### src/rtl/aoctl_pkg.sv
package aoctl_pkg;

  // Word index = byte offset >> 1; decoding depends on these positions.
  localparam int            WIDX_W   = 4;
  localparam logic [3:0]    W_DIO    = 4'd0;
  localparam logic [3:0]    W_CAL    = 4'd1;
  localparam logic [3:0]    W_AUX    = 4'd2;
  localparam logic [3:0]    W_MAIN   = 4'd5;
  localparam logic [3:0]    W_CH0    = 4'd6;

  // Main configuration bit positions
  localparam int MAIN_BANK   = 7;
  localparam int MAIN_FIFOEN = 8;
  localparam int MAIN_CHAN_W = 4;

  // Auxiliary configuration bit positions
  localparam int AUX_OE_LO = 2;
  localparam int AUX_OE_HI = 3;

  // Event flag indices
  localparam int EV_TC   = 0;
  localparam int EV_INT1 = 1;
  localparam int EV_INT2 = 2;
  localparam int NEV     = 3;

  typedef struct packed {
    logic           dio_wr;
    logic           cal_wr;
    logic           aux_wr;
    logic           main_wr;
    logic           fifo_wr;
    logic           fifo_rd;
    logic [NEV-1:0] ev_clr;
  } strobe_t;

endpackage

### src/rtl/aoctl_decode.sv
module aoctl_decode
  import aoctl_pkg::*;
#(
  parameter int NCH = 10
) (
  input  logic              wr,
  input  logic              rd,
  input  logic              bank2,
  input  logic [WIDX_W-1:0] widx,
  output strobe_t           stb,
  output logic [NCH-1:0]    ch_wr
);

  always_comb begin
    stb = '0;
    if (wr) begin
      case (widx)
        W_DIO:  if (bank2) stb.ev_clr[EV_TC]   = 1'b1; else stb.dio_wr = 1'b1;
        W_CAL:  if (bank2) stb.ev_clr[EV_INT1] = 1'b1; else stb.cal_wr = 1'b1;
        W_AUX:  if (bank2) stb.ev_clr[EV_INT2] = 1'b1; else stb.aux_wr = 1'b1;
        W_MAIN: stb.main_wr = 1'b1;
        W_CH0:  if (!bank2) stb.fifo_wr = 1'b1;
        default: ;
      endcase
    end
    if (rd && widx == W_CH0) stb.fifo_rd = 1'b1;
  end

  for (genvar n = 0; n < NCH; n++) begin : g_chdec
    if (n == 0) begin : g_first
      assign ch_wr[n] = wr && bank2 && (widx == W_CH0);
    end else begin : g_rest
      assign ch_wr[n] = wr && (widx == W_CH0 + WIDX_W'(n));
    end
  end

endmodule

### src/rtl/aoctl_evflags.sv
module aoctl_evflags #(
  parameter int N = 3
) (
  input  logic         clk,
  input  logic         rst_n,
  input  logic [N-1:0] set,
  input  logic [N-1:0] clr,
  output logic [N-1:0] flag
);

  for (genvar i = 0; i < N; i++) begin : g_flag
    logic q;
    always_ff @(posedge clk) begin
      if (!rst_n)      q <= 1'b0;
      else if (set[i]) q <= 1'b1;
      else if (clr[i]) q <= 1'b0;
    end
    assign flag[i] = q;

    // a set pulse always leaves the flag high, even against a clear
    p_set_wins_r4: assert property (@(posedge clk) disable iff (!rst_n)
      set[i] |=> flag[i]);
    // a set flag holds until its clear strobe
    p_hold_r4: assert property (@(posedge clk) disable iff (!rst_n)
      (flag[i] && !clr[i]) |=> flag[i]);
  end

endmodule

### src/rtl/aoctl_chreg.sv
module aoctl_chreg #(
  parameter int W = 12
) (
  input  logic         clk,
  input  logic         rst_n,
  input  logic         wr,
  input  logic [W-1:0] din,
  output logic [W-1:0] q
);

  always_ff @(posedge clk) begin
    if (!rst_n)  q <= '0;
    else if (wr) q <= din;
  end

  // without a write the code is held
  p_ch_hold_r6: assert property (@(posedge clk) disable iff (!rst_n)
    !wr |=> $stable(q));

endmodule

### src/rtl/aoctl_fifo_port.sv
module aoctl_fifo_port #(
  parameter int DW = 16
) (
  input  logic          clk,
  input  logic          rst_n,
  input  logic          load,
  input  logic          en,
  input  logic [DW-1:0] din,
  output logic [DW-1:0] tdata,
  output logic          tvalid,
  input  logic          tready
);

  logic take;
  assign take = load && en && (!tvalid || tready);

  always_ff @(posedge clk) begin
    if (!rst_n) begin
      tvalid <= 1'b0;
      tdata  <= '0;
    end else if (take) begin
      tvalid <= 1'b1;
      tdata  <= din;
    end else if (tready) begin
      tvalid <= 1'b0;
    end
  end

  // a stalled word keeps valid and data
  p_stall_hold_r8: assert property (@(posedge clk) disable iff (!rst_n)
    (tvalid && !tready) |=> (tvalid && $stable(tdata)));
  // nothing appears without an enabled load
  p_no_spurious_r8: assert property (@(posedge clk) disable iff (!rst_n)
    (!tvalid && !(load && en)) |=> !tvalid);

endmodule

### src/rtl/aoctl_regfile.sv
module aoctl_regfile
  import aoctl_pkg::*;
#(
  parameter int NCH = 10,  // at most 10 channels fit the window
  parameter int CHW = 12,
  parameter int DW  = 16,
  parameter int AW  = 5,
  parameter int PW  = 8
) (
  input  logic           clk,
  input  logic           rst_n,
  input  logic           bus_wr,
  input  logic           bus_rd,
  input  logic [AW-1:0]  bus_addr,
  input  logic [DW-1:0]  bus_wdata,
  output logic [DW-1:0]  bus_rdata,
  output logic           bus_rvalid,
  input  logic [PW-1:0]  dio_in,
  output logic [PW-1:0]  dio_out,
  output logic [PW-1:0]  dio_oe,
  output logic [MAIN_CHAN_W-1:0] cfg_chan,
  output logic           cfg_fifo_en,
  output logic [DW-1:0]  cal_ctrl,
  input  logic           fifo_half,
  input  logic           fifo_empty,
  input  logic           fifo_full,
  input  logic           ev_tc_set,
  input  logic           ev_int1_set,
  input  logic           ev_int2_set,
  output logic           irq_tc,
  output logic           irq_int1,
  output logic           irq_int2,
  output logic [DW-1:0]  fifo_tdata,
  output logic           fifo_tvalid,
  input  logic           fifo_tready,
  output logic           fifo_clear,
  output logic [NCH*CHW-1:0] ch_data
);

  localparam int HALF = PW / 2;

  logic [WIDX_W-1:0] widx;
  logic [DW-1:0]     main_q, aux_q, cal_q;
  logic [PW-1:0]     dio_q;
  logic              bank2;
  strobe_t           stb;
  logic [NCH-1:0]    ch_wr;
  logic [NEV-1:0]    ev_set, ev_flag;
  logic [DW-1:0]     rd_mux;

  assign widx  = bus_addr[AW-1:1];
  assign bank2 = main_q[MAIN_BANK];

  aoctl_decode #(.NCH(NCH)) u_dec (
    .wr(bus_wr), .rd(bus_rd), .bank2(bank2), .widx(widx),
    .stb(stb), .ch_wr(ch_wr)
  );

  always_ff @(posedge clk) begin
    if (!rst_n) begin
      main_q <= '0;
      aux_q  <= '0;
      cal_q  <= '0;
      dio_q  <= '0;
    end else begin
      if (stb.main_wr) main_q <= bus_wdata;
      if (stb.aux_wr)  aux_q  <= bus_wdata;
      if (stb.cal_wr)  cal_q  <= bus_wdata;
      if (stb.dio_wr)  dio_q  <= bus_wdata[PW-1:0];
    end
  end

  assign cfg_chan    = main_q[MAIN_CHAN_W-1:0];
  assign cfg_fifo_en = main_q[MAIN_FIFOEN];
  assign cal_ctrl    = cal_q;
  assign dio_out     = dio_q;
  assign dio_oe      = {{(PW-HALF){aux_q[AUX_OE_HI]}}, {HALF{aux_q[AUX_OE_LO]}}};

  assign ev_set[EV_TC]   = ev_tc_set;
  assign ev_set[EV_INT1] = ev_int1_set;
  assign ev_set[EV_INT2] = ev_int2_set;

  aoctl_evflags #(.N(NEV)) u_ev (
    .clk(clk), .rst_n(rst_n), .set(ev_set), .clr(stb.ev_clr), .flag(ev_flag)
  );

  assign irq_tc   = ev_flag[EV_TC];
  assign irq_int1 = ev_flag[EV_INT1];
  assign irq_int2 = ev_flag[EV_INT2];

  for (genvar n = 0; n < NCH; n++) begin : g_ch
    aoctl_chreg #(.W(CHW)) u_ch (
      .clk(clk), .rst_n(rst_n), .wr(ch_wr[n]),
      .din(bus_wdata[CHW-1:0]), .q(ch_data[n*CHW +: CHW])
    );
  end

  aoctl_fifo_port #(.DW(DW)) u_fp (
    .clk(clk), .rst_n(rst_n), .load(stb.fifo_wr), .en(cfg_fifo_en),
    .din(bus_wdata), .tdata(fifo_tdata), .tvalid(fifo_tvalid),
    .tready(fifo_tready)
  );

  always_comb begin
    rd_mux = '0;
    case (widx)
      W_DIO:  rd_mux[PW-1:0] = dio_in;
      W_CAL:  rd_mux = cal_q;
      W_AUX:  rd_mux = aux_q;
      W_MAIN: rd_mux[6:0] = {fifo_half, fifo_empty, fifo_full,
                             ev_flag[EV_INT2], ev_flag[EV_INT1],
                             ev_flag[EV_TC], 1'b0};
      default: ;
    endcase
    for (int n = 1; n < NCH; n++) begin
      if (widx == W_CH0 + WIDX_W'(n)) rd_mux[CHW-1:0] = ch_data[n*CHW +: CHW];
    end
  end

  always_ff @(posedge clk) begin
    if (!rst_n) begin
      bus_rdata  <= '0;
      bus_rvalid <= 1'b0;
      fifo_clear <= 1'b0;
    end else begin
      bus_rvalid <= bus_rd;
      fifo_clear <= stb.fifo_rd;
      if (bus_rd) bus_rdata <= rd_mux;
    end
  end

  // a bank-2 write at the auxiliary offset leaves it untouched
  p_bank2_keeps_aux_r5: assert property (@(posedge clk) disable iff (!rst_n)
    (bus_wr && bank2 && widx == W_AUX) |=> $stable(aux_q));
  // reading the FIFO offset flushes and returns zero
  p_rd_flush_r9: assert property (@(posedge clk) disable iff (!rst_n)
    (bus_rd && widx == W_CH0) |=> (fifo_clear && bus_rdata == '0));
  // every read is answered in the next cycle
  p_rvalid_r11: assert property (@(posedge clk) disable iff (!rst_n)
    bus_rd |=> bus_rvalid);

endmodule

### config.mk
export PLATFORM = sky130hd
export DESIGN_NAME = aoctl_regfile
export DESIGN_NICKNAME = d
export VERILOG_FILES = /design/src/rtl/aoctl_pkg.sv /design/src/rtl/aoctl_decode.sv /design/src/rtl/aoctl_evflags.sv /design/src/rtl/aoctl_chreg.sv /design/src/rtl/aoctl_fifo_port.sv /design/src/rtl/aoctl_regfile.sv
export SDC_FILE = /design/constraint.sdc
export NUM_CORES = 1
export LEC_CHECK = 0
export ABC_AREA = 1
export BUFFER_PORTS_ARGS = -buffer_cell sky130_fd_sc_hd__buf_2
export CORE_AREA = 2 2 132 134
export DETAILED_ROUTE_END_ITERATION = 10
export DIE_AREA = 0 0 134 136
export PLACE_DENSITY = 0.78
export SYNTH_ARGS = -nofsm -noshare
export SYNTH_HDL_FRONTEND = slang
export SYNTH_SLANG_ARGS = --single-unit
### constraint.sdc
create_clock -name clk -period 1.7 [get_ports clk]
set_input_delay 0.255 -clock clk [delete_from_list [all_inputs] [get_ports clk]]
set_output_delay 0.255 -clock clk [all_outputs]
set_load 0.005 [all_outputs]
==> qor.csv, run 1 <==
stage,metric,value,unit
clock_tree,CTS sink cnt,204,
sta,RSZ-0062 raised after global routing,no,
drt,Detail Route Antenna Nets,0,
floorplanning,chip height,136,um
yosys,Synth Area in XOR/XNOR,0,%
global_routing,initial antenna violation count,0,
power,P_leak,0.00486,uW
floorplanning,FP Rows,48,
floorplanning,Core Region,16900,sq um
yosys,Synth top area share,47.5,%
floorplanning,Die Wd,134,um
global_routing,gr ovfl total,0,
clock_tree,clk slew on worst S/H paths,0.06,ns
sta,Final Cycle Share,88.4,%
yosys,syn_area_per_cell,7.11,sq um
sta,skew final,0.00965,ns
drt,Vias,9533,
hold_path,Tightest Hold Check Type,input port to register,
sta,Final Setup Violations,0,
yosys,number of synthesized register bits,204,
placed_design,dpl ws,-0.255,ns
global_routing,first-pass GRT wire length,46.8,mm
placed_design,port bufs,233,
finish,# nets final,1482,
clock_tree,root buf cell,clkbuf_16,
flow_run,max-cap violations,0,
sta,Fin. Hold Viols,0,
hold_path,hold path startpoint,fifo_tready,
drt,Pre-antenna DRT Iters,5,
global_routing,largest net degree at the start of global routing,86,
setup_path,Setup CP Type,register to register,
yosys,"Seq/Total Area, Yosys",47.5,%
setup_path,Critical Path RT,2.09,ns
drt,WL final,31.4,mm
yosys,Adder-Cell Fraction of Synth Area,0,%
outcome,status,completed,
finish,Diodes inserted,0,
yosys,multiplexer share of the synthesized area,0,%
sta,FMAX,665,MHz
yosys,main combinational cell family by area after synthesis,simple AND/OR/NAND/NOR gates,
setup_path,Critical Path Fanout Max,22,
finish,fillers,1501,
finish,Register Area,4080,sq um
finish,multi-input logic area,3640,sq um
setup_path,CP Launch Point,main_q[7]$_SDFFE_PN0P_,
setup_path,CP arrival,1.90,ns
global_routing,vias in the first global route,8219,
drt,1st-iter DRT viols,1169,
drt,DR WL/cell,18.7,um
yosys,Ys Warns,0,
finish,Layout area overhead,28.3,%
setup_path,critical path endpoint category,register,
clock_tree,cts bufs inserted,22,
yosys,Synth area leaders,"dfxtp_1 47%, a21oi_1 11%, nand2_1 10%",
power,cell area power density,969,nW/um^2
setup_path,reg2reg start,main_q[7]$_SDFFE_PN0P_,
setup_path,CP startpoint kind,register,
power,VDD IR max,0.000698,V
drt,DRC errors left,0,
sta,slew margin rel.,57.7,%
yosys,simple-gate share of the synthesized area,23.2,%
clock_tree,buffer depth of the longest clock path,3,
clock_tree,Post-CTS Setup Inserts,0,
sta,TNS Setup,0,ns
setup_path,flop-to-flop setup slack,0.20,ns
yosys,Synth Area in Compound Gates,19.1,%
placed_design,dpl hpwl,21.7,mm
finish,layout cells sized above 1,23.5,%
drt,vias per cell,5.67,
clock_tree,"Clk Latency, worst-skew pair",0.51,ns
sta,Least-Margin Pin Slew,0.634,ns
sta,"Min Clock Period, post-route",1.50,ns
clock_tree,CTS H-tree lvls,1,
placed_design,GPL Wtd Cong,0.982,
global_routing,Overall Global Routing Usage,33.2,%
floorplanning,full die area,18200,sq um
yosys,post-synthesis net count,1249,
yosys,mapped cell area,8600,sq um
yosys,Netlist cell types,18,
floorplanning,Starting Density,50.9,%
yosys,cells after synthesis,1209,
sta,max-slew violation total from the final report,0,
floorplanning,IO Pins,235,
sta,Setup WS post-layout,0.197,ns
clock_tree,CTS tree,yes,
yosys,"area leader, netlist",dfxtp_1,
-- layer usage --
metal	vias up	share of wire, %	GRT usage [%]
met5	-	0	0
met2	628	43	50.0
met1	4359	40	45.1
met3	110	12	7.53
met4	0	4.8	15.7
li1	4436	-	-
-- cell families after synthesis --
group                  count (synthesis)
and+or+nand+nor                      475
AOI/OAI and AO/OA                    315
buffers and inverters                215
DFF                                  204
-- worst max-delay path, stage by stage, from the launching register on --
cell and delay (ns):
dfxtp_1 0.36, nor2_1 0.21, buf_12 0.19, nand2_1 0.19, buf_12 0.21, o21ai_0 0.16
a21oi_1 0.06
-- stage by stage --
step | std cells | area (sq um) | power [uW] | util (%) | hold WS [ns]
6_report | 1682 | 11000 | 10700 | 65.4 | 0.0395
5_1_grt | 1682 | 11000 | 11000 | 65.4 | 0.0650
4_1_cts | 1682 | 11000 | 10700 | 65.4 | 0.0388
3_5_place_dp | 1640 | 10300 | 5850 | 60.8 | 0.435
3_3_place_gp | 1640 | 10300 | 5830 | 60.8 | 0.427
2_1_floorplan | 1209 | 8600 | 5430 | - | 0.389
-- final timing paths --
check	endpoint	depth (start not counted)
hold reg to reg	g_ch[0].u_ch.q[3]$_SDFFE_PN0P_	2
hold / removal	u_fp.tvalid$_SDFFE_PN0P_	4
setup reg to reg	aux_q[3]$_SDFFE_PN0P_	6
setup / recovery	aux_q[3]$_SDFFE_PN0P_	6
-- synthesized netlist by cell type, drive strengths merged --
library cell / n
buf: 28
clkbuf: 68
o31ai: 1
inv: 119
a211oi: 16
dfxtp: 204
o211ai: 3
nor2: 87
nand4: 17
nor3: 5
a21oi: 196
o221ai: 4
nand3: 126
nand2: 240
o21ai: 95
-- power by group --
group / switching [uW] / leakage, uW / internal (uW)
combinational: 573 / 0.00285 / 279
clock: 1980 / 0.000368 / 2940
sequential: 61.5 / 0.00165 / 4870
total: 2610 / 0.00486 / 8080
-- cell usage in the layout, fill, tap and decap left out --
master / count
clkinv_2: 7
bufinv_16: 2
clkbuf_16: 23
dlygate4sd3_1: 3
clkbuf_8: 4
o21ai_0: 95
buf_2: 233
nor2_1: 84
a21oi_1: 196
clkinvlp_4: 1
o31ai_1: 1
inv_1: 118
buf_4: 59
nor2_2: 3
o221ai_1: 4
clkbuf_1: 3
nand3_1: 126
nand4_1: 17
a211oi_1: 16
dfxtp_1: 204
nor3_1: 5
buf_12: 10
o211ai_1: 3
nand2_1: 240
-- flip-flops by register name, summed over array words and instances, names as in the netlist --
register,flops
fifo_clear,1
aux_q,16
bus_rdata,16
u_ev.g_flag.q,3
dio_out,8
cal_ctrl,16
main_q,6
bus_rvalid,1
u_fp.tvalid,1
u_fp.tdata,16
g_ch.u_ch.q,120
-- area by class of cell --
class                      count  area share (%)
clock buffer                  30            5.82
clock inverter                 9           0.885
inverter                     119            4.06
multi-input combinational    790            33.0
sequential                   204            37.0
tap                          225            2.55
timing repair buffer         305            16.7
-- repair_timing --
item | CTS | global route
hold endpoints to repair | 3 | 0
hold buffers | 3 | 0
gates resized for setup | 0 | 0
No activity file was read; power rests on OpenSTA's default activity.
==> run 2, diff against run 1 <==
--- a/config.mk
+++ b/config.mk
@@ -5,12 +5,11 @@
 export SDC_FILE = /design/constraint.sdc
 export NUM_CORES = 1
 export LEC_CHECK = 0
-export ABC_AREA = 1
 export BUFFER_PORTS_ARGS = -buffer_cell sky130_fd_sc_hd__buf_2
-export CORE_AREA = 2 2 132 134
+export CORE_AREA = 2 2 136 138
 export DETAILED_ROUTE_END_ITERATION = 10
-export DIE_AREA = 0 0 134 136
-export PLACE_DENSITY = 0.78
+export DIE_AREA = 0 0 138 140
+export PLACE_DENSITY = 0.8
 export SYNTH_ARGS = -nofsm -noshare
 export SYNTH_HDL_FRONTEND = slang
 export SYNTH_SLANG_ARGS = --single-unit
==> run 2 against run 1 <==
Compared with the run above:
- sequential cell count unchanged
- final cell count decreased by 3.2%
- utilization increased by 2.5 points
- total power increased by 2.2%
- hold slack got worse by 0.019 ns
- sequential power about the same
- count of clock-buffer cells in the layout decreased by 1
- cell area increased by 9.4%
- via count increased by 0.58%
==> qor.csv, run 2 <==
stage,metric,value,unit
clock_tree,cts bufs inserted,22,
yosys,mapped cell area,9480,sq um
placed_design,port bufs,233,
yosys,post-synthesis net count,1173,
finish,Largest register FFs,120,
finish,# nets final,1424,
floorplanning,Die Wd,138,um
setup_path,RR Endpoint,u_fp.tdata[3]$_SDFFE_PN0P_,
drt,DRC errors left,0,
setup_path,CP startpoint kind,register,
hold_path,Tightest Hold Check Type,input port to register,
placed_design,GPL Wtd Cong,1.02,
drt,Pre-antenna DRT Iters,5,
yosys,Post-synth top flop,dfxtp_1,
sta,Final Cycle Share,90.2,%
setup_path,CP arrival,1.93,ns
setup_path,Setup CP Type,register to register,
global_routing,initial antenna violation count,1,
sta,Worst Hold Slack,0.0205,ns
sta,Least-Margin Pin Slew,0.532,ns
floorplanning,Core Region,17800,sq um
drt,vias per cell,5.89,
yosys,cell with the most instances after synthesis,nand2_1,
hold_path,worst hold path depth,3,
floorplanning,IO Pins,235,
drt,Detail Route Antenna Nets,0,
clock_tree,clk slew on worst S/H paths,0.06,ns
clock_tree,CTS H-tree lvls,1,
clock_tree,root buf cell,clkbuf_16,
outcome,status,completed,
sta,slew margin rel.,64.5,%
drt,WL final,33.4,mm
placed_design,dpl hpwl,23.7,mm
sta,Final Setup Violations,0,
power,P_leak,0.00512,uW
yosys,Ys Warns,0,
hold_path,hold path startpoint,ev_int2_set,
global_routing,Overall Global Routing Usage,33.3,%
setup_path,R2R depth,6,
sta,RSZ-0062 raised after global routing,no,
setup_path,Critical Path RT,2.10,ns
clock_tree,Post-CTS Setup Inserts,0,
yosys,number of synthesized register bits,204,
power,VDD IR max,0.000662,V
drt,1st-iter DRT viols,1151,
finish,"commonest non-fill, non-tap cell in the layout",nand2_1,
yosys,"area leader, netlist",dfxtp_1,
yosys,Netlist cell types,51,
sta,"Min Clock Period, post-route",1.53,ns
drt,DR WL/cell,20.5,um
yosys,"Seq/Total Area, Yosys",43.1,%
floorplanning,full die area,19300,sq um
global_routing,largest net degree at the start of global routing,65,
sta,FMAX,652,MHz
yosys,syn_area_per_cell,8.37,sq um
finish,layout cells sized above 1,28.3,%
clock_tree,CTS sink cnt,204,
finish,Layout area overhead,27.2,%
clock_tree,"Clk Latency, worst-skew pair",0.52,ns
clock_tree,buffer depth of the longest clock path,3,
setup_path,Critical Path Fanout Max,8,
sta,skew final,0.0130,ns
global_routing,first-pass GRT wire length,51.3,mm
yosys,cells after synthesis,1133,
yosys,Synth async-reset ratio,0,%
yosys,Synth top area share,43.1,%
floorplanning,Starting Density,53.3,%
finish,Reg with most FFs,g_ch.u_ch.q,
setup_path,reg2reg start,main_q[7]$_SDFFE_PN0P_,
setup_path,critical path endpoint category,register,
yosys,number of synthesized flops with an enable pin,0,
yosys,Synth area leaders,"dfxtp_1 43%, nand2_1 11%, a21boi_0 11%",
sta,Fin. Hold Viols,0,
hold_path,Worst Hold Endpoint,u_ev.g_flag[2].q$_SDFFE_PN0P_,
setup_path,flop-to-flop setup slack,0.17,ns
global_routing,vias in the first global route,8983,
clock_tree,CTS tree,yes,
sta,max-slew violation total from the final report,0,
finish,most frequent cells in the layout,"286 x nand2_1, 232 x buf_2, 204 x dfxtp_1",
yosys,"top cells by count, synth","286 x nand2_1, 204 x dfxtp_1, 136 x a21boi_0",
power,cell area power density,906,nW/um^2
global_routing,gr ovfl total,0,
drt,Vias,9588,
flow_run,max-cap violations,0,
floorplanning,FP Rows,49,
finish,Util after Layout,67.8,%
floorplanning,chip height,140,um
[run 2: per-layer routing]
metal  vias up  track usage (%)  wire (um)
li1       4360                -          -
met1      4515             45.6      13400
met2       612             52.4      15000
met3       101             4.79       3500
met4         0             15.4       1530
met5         -                0          0
[run 2: cells by family after synthesis]
kind of cell	synth area share, %
and+or+nand+nor	21.4
buffers and inverters	6.40
AOI/OAI and AO/OA	20.3
DFF	43.1
muxes	8.87
[run 2: worst max-delay path, stage by stage (launching register included)]
cell and delay (ns):
dfxtp_1 0.36, nor2b_1 0.16, nand4_1 0.21, nor2b_2 0.19, buf_4 0.21, mux2i_1 0.24, nor2b_1 0.07
[run 2: per-stage QoR]
stage	area, sq um	setup TNS (ns)	instances	power (uW)	setup slack (ns)
floorplan	9480	0	1133	5530	0.183
global placement	11300	-2.77	1588	5980	-0.109
detailed placement	11300	-5.11	1588	5990	-0.156
CTS	12100	0	1628	10900	0.187
global route	12100	0	1629	11200	0.0481
finish	12100	0	1629	10900	0.167
[run 2: area by class of cell]
type | count | area, sq um
fillers | 1429 | 5720
multi-input cells | 804 | 4800
flip-flops and latches | 204 | 4080
repair buffers | 335 | 2070
clock buffers | 29 | 607
well taps | 229 | 287
clock inverters | 10 | 146
inverters | 17 | 63.8
diodes | 1 | 2.50
[run 2: power breakdown]
group	total [uW]	switching [uW]	internal [uW]	leakage [uW]
Sequential	4920	67.6	4850	0.00165
Clock	5010	2020	2980	0.000367
Combinational	1010	603	406	0.00311
[run 2: how the worst max path moves through the flow]
stage	from	slack, ns	cells past startpoint	end
floorplan	bus_addr[4]	0.18	8	u_fp.tdata[10]$_SDFFE_PN0P_
global placement	bus_addr[2]	-0.11	7	bus_rdata[2]$_SDFFE_PN0P_
detailed placement	bus_addr[1]	-0.16	8	u_fp.tdata[3]$_SDFFE_PN0P_
CTS	main_q[7]$_SDFFE_PN0P_	0.19	6	u_fp.tdata[3]$_SDFFE_PN0P_
global route	main_q[7]$_SDFFE_PN0P_	0.05	6	u_fp.tdata[3]$_SDFFE_PN0P_
finish	main_q[7]$_SDFFE_PN0P_	0.17	6	u_fp.tdata[3]$_SDFFE_PN0P_
[run 2: repair_timing]
action,CTS,global route
resized for setup,0,0
endpoints found under the hold margin,1,0
hold buffers,1,0
==> run 3, diff against run 2 <==
--- a/config.mk
+++ b/config.mk
@@ -6,10 +6,9 @@
 export NUM_CORES = 1
 export LEC_CHECK = 0
 export BUFFER_PORTS_ARGS = -buffer_cell sky130_fd_sc_hd__buf_2
-export CORE_AREA = 2 2 136 138
+export CORE_AREA = 2 2 198 200
 export DETAILED_ROUTE_END_ITERATION = 10
-export DIE_AREA = 0 0 138 140
-export PLACE_DENSITY = 0.8
+export DIE_AREA = 0 0 200 202
 export SYNTH_ARGS = -nofsm -noshare
 export SYNTH_HDL_FRONTEND = slang
 export SYNTH_SLANG_ARGS = --single-unit
==> run 3 against run 2 <==
Compared with the run above:
- hold slack improved by 0.030 ns
- critical endpoint is now bus_rdata[3]$_SDFFE_PN0P_
- clock power grew 15%
- clock skew is 0.0028 ns higher
==> qor.csv, run 3 (synthesized netlist as in run 2, its figures left out) <==
stage,metric,value,unit
outcome,status,completed,
finish,Util after Layout,33.6,%
global_routing,gr ovfl total,0,
setup_path,Setup CP Type,input port to register,
sta,Final Cycle Share,88.8,%
finish,Reg with most FFs,g_ch.u_ch.q,
setup_path,Critical Path Fanout Max,13,
placed_design,dpl hpwl,30.6,mm
placed_design,GPL Wtd Cong,0.936,
sta,Final Setup Violations,0,
finish,# nets final,1462,
clock_tree,CTS tree,yes,
clock_tree,clk slew on worst S/H paths,0.06,ns
sta,FMAX,662,MHz
drt,1st-iter DRT viols,708,
clock_tree,Post-CTS Setup Inserts,0,
clock_tree,cts bufs inserted,25,
drt,DR WL/cell,20.9,um
global_routing,vias in the first global route,9051,
clock_tree,CTS sink cnt,204,
sta,Worst Hold Slack,0.0500,ns
global_routing,Overall Global Routing Usage,19.8,%
placed_design,dpl ws,-0.331,ns
global_routing,largest net degree at the start of global routing,94,
power,Net Sw Frac,25.1,%
flow_run,max-cap violations,0,
sta,Least-Margin Pin Slew,0.770,ns
power,Switch Pwr,2960,uW
global_routing,initial antenna violation count,1,
drt,DRC errors left,0,
finish,"commonest non-fill, non-tap cell in the layout",nand2_1,
floorplanning,IO Pins,235,
drt,WL final,41.0,mm
clock_tree,buffer depth of the longest clock path,3,
setup_path,CP arrival,1.91,ns
power,clock share of power,48.9,%
drt,vias per cell,4.77,
placed_design,Inst Count DP,1906,
floorplanning,Starting Density,24.8,%
drt,Vias,9352,
power,VDD IR max,0.000621,V
finish,Largest register FFs,120,
sta,TNS Setup,0,ns
sta,"Min Clock Period, post-route",1.51,ns
clock_tree,root buf cell,clkbuf_16,
drt,Pre-antenna DRT Iters,5,
placed_design,port bufs,233,
global_routing,first-pass GRT wire length,58.9,mm
setup_path,CP startpoint kind,input port,
finish,"Cell Count, Final, Fillers Out",1960,
power,cell area power density,918,nW/um^2
floorplanning,full die area,40400,sq um
sta,skew final,0.0157,ns
drt,Detail Route Antenna Nets,0,
power,P_int,8850,uW
finish,Layout area overhead,35.7,%
clock_tree,CTS H-tree lvls,1,
setup_path,critical path endpoint category,register,
sta,Fin. Hold Viols,0,
floorplanning,Die Wd,200,um
floorplanning,Core Region,38300,sq um
sta,slew margin rel.,48.6,%
power,register share of total power,41.6,%
sta,RSZ-0062 raised after global routing,no,
finish,most frequent cells in the layout,"286 x nand2_1, 232 x buf_2, 204 x dfxtp_1",
sta,max-slew violation total from the final report,0,
floorplanning,chip height,202,um
sta,Setup WS post-layout,0.190,ns
setup_path,Critical Path RT,2.10,ns
power,Comb pwr share,9.5,%
power,P_leak,0.00537,uW
hold_path,Tightest Hold Check Type,input port to register,
floorplanning,FP Rows,72,
finish,layout cells sized above 1,30.1,%
clock_tree,"Clk Latency, worst-skew pair",0.54,ns
[run 3: worst paths after layout]
kind | slack, ns | from | end | depth (start not counted)
worst max-delay path | 0.19 | bus_addr[1] | bus_rdata[3]$_SDFFE_PN0P_ | 8
worst min register to register | 0.46 | g_ch[0].u_ch.q[0]$_SDFFE_PN0P_ | g_ch[0].u_ch.q[0]$_SDFFE_PN0P_ | 2
worst max register to register | 0.20 | cal_ctrl[9]$_SDFFE_PN0P_ | bus_rdata[9]$_SDFFE_PN0P_ | 5
worst min-delay path | 0.05 | rst_n | bus_rdata[3]$_SDFFE_PN0P_ | 3
[run 3: area by class of cell]
cell class	instances	area [sq um]
repair buffers	370	2380
fillers	3982	25400
inverters	17	63.8
flip-flops and latches	204	4080
diodes	1	2.50
clock inverters	14	191
multi-input cells	804	4800
clock buffers	32	702
well taps	518	648
[run 3: per-stage QoR]
step | power (uW) | area (sq um)
4_1_cts | 11900 | 12900
5_1_grt | 12200 | 12900
3_5_place_dp | 6120 | 11900
3_3_place_gp | 6110 | 11900
2_1_floorplan | 5530 | 9480
6_report | 11800 | 12900
[run 3: layer usage]
metal	vias to the layer above	wire length (um)	track usage, %
li1	4441	-	-
met1	4484	17700	25.6
met2	352	18200	30.6
met3	75	3430	5.34
met4	0	1640	8.73
met5	-	0	0
[run 3: repair_timing]
| action | 4_1_cts | 5_1_grt |
|---|---|---|
| hold buffers | 7 | 0 |
| endpoints found under the hold margin | 13 | 0 |
| gates resized for setup | 0 | 0 |
[run 3: power groups by stage]
| stage | clock network [uW] | logic, uW | registers (uW) |
|---|---|---|---|
| after CTS | 5910 | 1120 | 4910 |
| final | 5770 | 1120 | 4910 |
| after global placement | 0 | 1100 | 5020 |
| after detailed placement | 0 | 1100 | 5020 |
| after floorplan | 0 | 534 | 5000 |
| after global routing | 6100 | 1200 | 4920 |
[run 3: worst max-delay path, cell delays in order]
cell and delay, ns:
buf_2 0.22, buf_4 0.26, buf_4 0.17, nand2b_1 0.24
buf_4 0.16, nand2_1 0.07, a221oi_1 0.38, o21ai_0 0.15
